==> config.mk <==
export PLATFORM = sky130hd
export DESIGN_NAME = irq_remap_alloc
export DESIGN_NICKNAME = d
export VERILOG_FILES = /design/src/rtl/irq_remap_alloc.sv
export SDC_FILE = /design/constraint.sdc
export NUM_CORES = 1
export LEC_CHECK = 0
export ABC_CLOCK_PERIOD_IN_PS = 3400
export BUFFER_PORTS_ARGS = -buffer_cell sky130_fd_sc_hd__buf_2
export CELL_PAD_IN_SITES_DETAIL_PLACEMENT = 0
export CELL_PAD_IN_SITES_GLOBAL_PLACEMENT = 2
export CORE_MARGIN = 2
export CORE_UTILIZATION = 36
export CTS_BUF_LIST = sky130_fd_sc_hd__clkbuf_4
export CTS_CLUSTER_SIZE = 28
export DETAILED_ROUTE_END_ITERATION = 8
export PLACE_DENSITY = 0.94
export SYNTH_ARGS = -nofsm -noshare
export SYNTH_HDL_FRONTEND = slang
export SYNTH_SLANG_ARGS = --single-unit
==> constraint.sdc <==
create_clock -name clk -period 3.4 [get_ports clk]
set_input_delay 0.68 -clock clk [delete_from_list [all_inputs] [get_ports clk]]
set_output_delay 0.68 -clock clk [all_outputs]
set_load 0.01 [all_outputs]
==> src/rtl/irq_remap_alloc.sv <==
module irq_remap_alloc #(
  parameter int ENTRIES = 16,
  parameter int MAX_EXP = 3,
  parameter int CNTW    = 8,
  parameter int SUBW    = 4,
  parameter int IDXW    = $clog2(ENTRIES),
  parameter int EXPW    = $clog2(CNTW + 1)
) (
  input  logic            clk,
  input  logic            rst_n,
  input  logic            req_valid,
  output logic            req_ready,
  input  logic            req_op,
  input  logic [CNTW-1:0] req_count,
  input  logic [IDXW-1:0] req_index,
  input  logic [EXPW-1:0] req_exp,
  input  logic [SUBW-1:0] req_sub,
  output logic            rsp_done,
  output logic            rsp_fail,
  output logic [IDXW-1:0] rsp_index,
  output logic [EXPW-1:0] rsp_exp,
  output logic            inv_valid,
  output logic [IDXW-1:0] inv_index,
  output logic [EXPW-1:0] inv_exp
);

  typedef enum logic {S_IDLE, S_SCAN} state_t;

  state_t             state;
  logic [ENTRIES-1:0] present;
  logic [IDXW-1:0]    base, off;
  logic [EXPW-1:0]    exp_r;
  logic               op_r;
  logic [IDXW:0]      run_len;
  logic [IDXW-1:0]    next_base;
  logic [IDXW-1:0]    probe;
  logic [EXPW-1:0]    want_exp;
  logic               accept;

  function automatic logic [EXPW-1:0] round_exp(input logic [CNTW-1:0] c);
    logic [CNTW:0] p;
    round_exp = '0;
    for (int e = CNTW; e >= 0; e--) begin
      p = (CNTW+1)'(1) << e;
      if (p >= {1'b0, c}) round_exp = EXPW'(e);
    end
  endfunction

  assign req_ready = (state == S_IDLE) && !rsp_done;
  assign accept    = req_valid && req_ready;
  assign want_exp  = round_exp(req_count);
  assign run_len   = (IDXW+1)'(1) << exp_r;
  assign probe     = base + off;
  assign next_base = base + run_len[IDXW-1:0];

  always_ff @(posedge clk) begin
    if (!rst_n) begin
      state     <= S_IDLE;
      present   <= '0;
      base      <= '0;
      off       <= '0;
      exp_r     <= '0;
      op_r      <= 1'b0;
      rsp_done  <= 1'b0;
      rsp_fail  <= 1'b0;
      rsp_index <= '0;
      rsp_exp   <= '0;
      inv_valid <= 1'b0;
      inv_index <= '0;
      inv_exp   <= '0;
    end else begin
      rsp_done  <= 1'b0;
      inv_valid <= 1'b0;
      if (accept) begin
        op_r <= req_op;
        if (!req_op) begin
          rsp_exp   <= want_exp;
          rsp_index <= '0;
          if (req_count == '0 || int'(want_exp) > MAX_EXP) begin
            rsp_done <= 1'b1;
            rsp_fail <= 1'b1;
          end else begin
            state <= S_SCAN;
            base  <= '0;
            off   <= '0;
            exp_r <= want_exp;
          end
        end else begin
          rsp_done  <= 1'b1;
          rsp_index <= req_index;
          rsp_exp   <= req_exp;
          if (int'(req_exp) > MAX_EXP) begin
            rsp_fail <= 1'b1;
          end else begin
            rsp_fail <= 1'b0;
            if (req_sub == '0) begin
              for (int i = 0; i < ENTRIES; i++)
                if (i >= int'(req_index) && i < int'(req_index) + (1 << req_exp))
                  present[i] <= 1'b0;
              inv_valid <= 1'b1;
              inv_index <= req_index;
              inv_exp   <= req_exp;
            end
          end
        end
      end else if (state == S_SCAN) begin
        if (present[probe]) begin
          off <= '0;
          if (next_base == '0) begin
            state    <= S_IDLE;
            rsp_done <= 1'b1;
            rsp_fail <= 1'b1;
          end else begin
            base <= next_base;
          end
        end else if ({1'b0, off} == run_len - 1'b1) begin
          for (int i = 0; i < ENTRIES; i++)
            if (i >= int'(base) && i < int'(base) + int'(run_len))
              present[i] <= 1'b1;
          state     <= S_IDLE;
          rsp_done  <= 1'b1;
          rsp_fail  <= 1'b0;
          rsp_index <= base;
          rsp_exp   <= exp_r;
        end else begin
          off <= off + 1'b1;
        end
      end
    end
  end

  p_done_gap_r10: assert property (@(posedge clk) disable iff (!rst_n)
    rsp_done |=> !rsp_done);

  p_busy_not_ready_r10: assert property (@(posedge clk) disable iff (!rst_n)
    (state == S_SCAN) |-> !req_ready);

  p_fail_table_kept_r3: assert property (@(posedge clk) disable iff (!rst_n)
    (rsp_done && rsp_fail) |-> $stable(present));

  p_exp_capped_r3: assert property (@(posedge clk) disable iff (!rst_n)
    (rsp_done && !rsp_fail) |-> (int'(rsp_exp) <= MAX_EXP));

  p_base_aligned_r5: assert property (@(posedge clk) disable iff (!rst_n)
    (rsp_done && !rsp_fail && !op_r) |->
      ((int'(rsp_index) % (1 << rsp_exp)) == 0));

  p_marks_run_r7: assert property (@(posedge clk) disable iff (!rst_n)
    (rsp_done && !rsp_fail && !op_r) |->
      ($countones(present) == $countones($past(present)) + (1 << rsp_exp)));

  p_inv_with_release_r9: assert property (@(posedge clk) disable iff (!rst_n)
    inv_valid |-> (rsp_done && !rsp_fail && op_r &&
                   $countones(present) <= $countones($past(present))));

endmodule

==> results summary <==
The sink count of the clock tree came out at 48. The wire length of the first global-routing pass came out at around 18,000 µm. The endpoint required time on the critical path came out at approximately 3.7 ns.

The count of input and output buffers is 43. During I/O placement, the number of pins put on the boundary was 44. The run finished with clean final reports.

The total number of nets in the final design came out at around 530. The CTS H-tree depth is 2. The final design instance area without fill came out at approximately 4200 µm². In this run the horizontal extent of the chip is roughly 100 µm. The total congestion overflow came out at 0. The floorplan has 36 rows. In the routed design, unresolved DRC markers number 0. The maximum fanout count along the critical path came out at 10. The area added between synthesis and finish came out at 15.9%.

The number of synthesis warnings is 0. The peak supply drop came out at 0.190 mV. The routed length per placed instance came out at approximately 17 µm. The mean number of vias per cell is 5.78. At the worst endpoint, the arrival time is ~3.5 ns. The via count of the first global-routing pass is roughly 3,400.

The top flip-flop cell by instance count after synthesis is sky130_fd_sc_hd__dfxtp_1. The share of flip-flops with an asynchronous set or reset came out at 0. The share of the Yosys chip area taken by registers is 0.268. The count of TritonRoute iterations in the first routing pass came out at 5. The mean area per synthesized cell is between 8 and 9 µm². The number of antenna violations at the first check in global routing is 1. The die height came out at around 100 µm. The die area is ~11,000 µm². The pin count of the biggest net entering global routing came out at 27. After detailed placement, the total cell area comes to between 4000 and 5000 µm². The synthesized cell area is roughly 3600 µm².

The final count of hold timing violations came out at 0. The total power density per cell area came out at 255 nW/µm². TritonCTS built the clock tree. STA classifies the critical path startpoint as a register.

The half-perimeter wire length of the detailed placement result came out at 8150 µm. The final worst clock skew came out at about 0.026 ns. The initial cell density of the core is 0.369. The synthesized flop and latch total came out at 48. In this run, placement finished with an instance count of slightly above 600. The maximum operating frequency came out at approximately 310 MHz.

The worst hold path belongs to the class reg -> reg. The net count after synthesis came out at 472. The routed layout has 3,616 vias. The tree is rooted in a sky130_fd_sc_hd__clkbuf_4.

The starting DRC count in detailed routing is roughly 240. The fill cell total of the finished layout is approximately 1,000. The share of the clock period used by the worst path came out at 0.942. The total CTS buffers came out at 5. Counting distinct cell types in the post-synthesis netlist gives 73.

STA classifies the critical path endpoint as a register. The worst slew slack as a fraction of its limit is 0.363. The number of standard cells in the layout, taps in and fillers out came out at 626. The pin slew with the least headroom to its limit is 0.954 ns. The remaining antenna violation count after routing came out at 0. Setup violations remaining at the end of the flow were counted as 0.

Of the cells placed in the final design, the portion with a size suffix greater than 1 is 0.220. The final routed wirelength across all metal layers is 10,800 µm. The area of the core came out at around 10000 µm². The static leakage power came out at 1.74 nW. The clock-pin transition on the worst setup and hold timing paths came out at ~0.16 ns. The number of enable-type register cells in the synthesized netlist is 0.

Summing internal, switching and leakage power gives roughly 1.1 mW. The placer congestion estimate came out at 0.912. The number of pins exceeding their max-slew limit in the final report came out at 0. The hold-fix buffer count after cts is 0.

The total global-route track usage is 0.203. The buffer levels on the longest clock path is 2. The number of max-capacitance violations reported came out at 0. The clock latency at the later pin of the worst-skew pair is 0.39 ns. The synthesized netlist cell count came out at around 430. The critical path is of the reg -> reg type. The minimum clock period after layout came out at roughly 3.2 ns.
final timing paths:
check,cells past startpoint,slack [ns],end,startpoint
hold reg to reg,2,0.47,present[14],present[14]
hold / removal,2,0.47,present[14],present[14]
setup reg to reg,10,0.20,rsp_exp[3],off[0]
setup / recovery,10,0.20,rsp_exp[3],off[0]
worst max-delay path, stage by stage (launching register included):
cell and delay [ns]:
sky130_fd_sc_hd__dfxtp_1 0.39, sky130_fd_sc_hd__ha_1 0.18, sky130_fd_sc_hd__inv_1 0.06, sky130_fd_sc_hd__fa_1 0.63, sky130_fd_sc_hd__mux4_1 0.62, sky130_fd_sc_hd__mux2i_2 0.25, sky130_fd_sc_hd__mux2i_4 0.15, sky130_fd_sc_hd__nor3_2 0.17
sky130_fd_sc_hd__buf_4 0.24, sky130_fd_sc_hd__mux2i_1 0.10, sky130_fd_sc_hd__a221oi_1 0.29
cell usage in the layout (no fill, tap or decap), drive strengths merged, types with 7 or more instances in the layout:
master / n
nand2: 36
buf: 76
a31oi: 9
dfxtp: 48
ha: 13
mux2i: 28
and3: 9
o21ai: 18
xnor2: 7
nor4: 7
a21oi: 31
nor2: 47
nand3: 18
inv: 14
nor3: 10
cell type report:
class                      instances  area, µm²  share of cell area
clock buffer                       5       37.5             0.00903
multi-input combinational        345       2440               0.587
clock inverter                     3       18.8             0.00452
timing repair buffer              76        475               0.114
tap                              133        166              0.0400
antenna                            1       2.50            0.000602
sequential                        48        961               0.231
inverter                          15       56.3              0.0136
synthesized netlist by cell type, types with 7 or more instances:
cell / instances / share of area
sky130_fd_sc_hd__clkbuf_1: 13 / 0.014
sky130_fd_sc_hd__dfxtp_1: 48 / 0.27
sky130_fd_sc_hd__nor3_1: 9 / 0.013
sky130_fd_sc_hd__mux2i_1: 27 / 0.075
sky130_fd_sc_hd__a21oi_1: 31 / 0.043
sky130_fd_sc_hd__and3_1: 7 / 0.012
sky130_fd_sc_hd__ha_1: 13 / 0.045
sky130_fd_sc_hd__inv_1: 14 / 0.015
sky130_fd_sc_hd__o21ai_0: 16 / 0.022
sky130_fd_sc_hd__xnor2_1: 7 / 0.017
sky130_fd_sc_hd__nor4_1: 7 / 0.012
sky130_fd_sc_hd__nor2_1: 45 / 0.047
sky130_fd_sc_hd__nand3_1: 17 / 0.024
sky130_fd_sc_hd__a31oi_1: 9 / 0.016
sky130_fd_sc_hd__nand2_1: 36 / 0.038
metrics by stage:
step                hold WS (ns)  worst slack, ns  setup TNS (ns)  utilization
global route               0.492          -0.0114         -0.0114        0.427
global placement           0.445           -0.202          -0.202        0.421
CTS                        0.473            0.220               0        0.426
floorplan                  0.427            0.308               0            -
finish                     0.473            0.196               0        0.427
detailed placement         0.451          -0.0991         -0.0991        0.421
what timing repair did:
action	CTS	global route
setup endpoints to repair	0	2
hold endpoints to repair	0	0
buffers inserted	0	0
resized for setup	0	2
per-layer routing:
layer	GRT usage	vias to the layer above	wire length, µm	part of all wire
li1	-	1747	-	-
met1	0.269	1706	4870	0.45
met2	0.337	140	5020	0.46
met3	0.0315	23	657	0.061
met4	0.0656	0	282	0.026
met5	0	-	0	0
where the power goes:
group | total (mW) | switching [mW] | internal, mW
sequential | 0.580 | 0.00653 | 0.573
clock | 0.283 | 0.203 | 0.0800
combinational | 0.198 | 0.126 | 0.0714
total | 1.06 | 0.336 | 0.724
kinds of logic (layout without fill, tap and decap cells):
group / Yosys count / after routing / share of synthesized area
adders and majority gates: 16 / 16 / 0.0621
buffers and inverters: 39 / 99 / 0.0537
DFF: 48 / 48 / 0.268
other: 0 / 1 / 0
and+or+nand+nor: 163 / 163 / 0.234
muxes: 32 / 32 / 0.111
xor gates and xnor gates: 13 / 13 / 0.0318
AOI/OAI and AO/OA: 121 / 121 / 0.239
sequential cells by signal, indices dropped and copies added, names as in the netlist:
| name | cells |
|---|---|
| rsp_exp | 4 |
| base | 4 |
| rsp_done | 1 |
| inv_exp | 4 |
| inv_index | 4 |
| present | 16 |
| rsp_fail | 1 |
| state | 1 |
| inv_valid | 1 |
| exp_r | 4 |
| rsp_index | 4 |
| off | 4 |
Note: power is estimated with default switching activity, not from simulation.
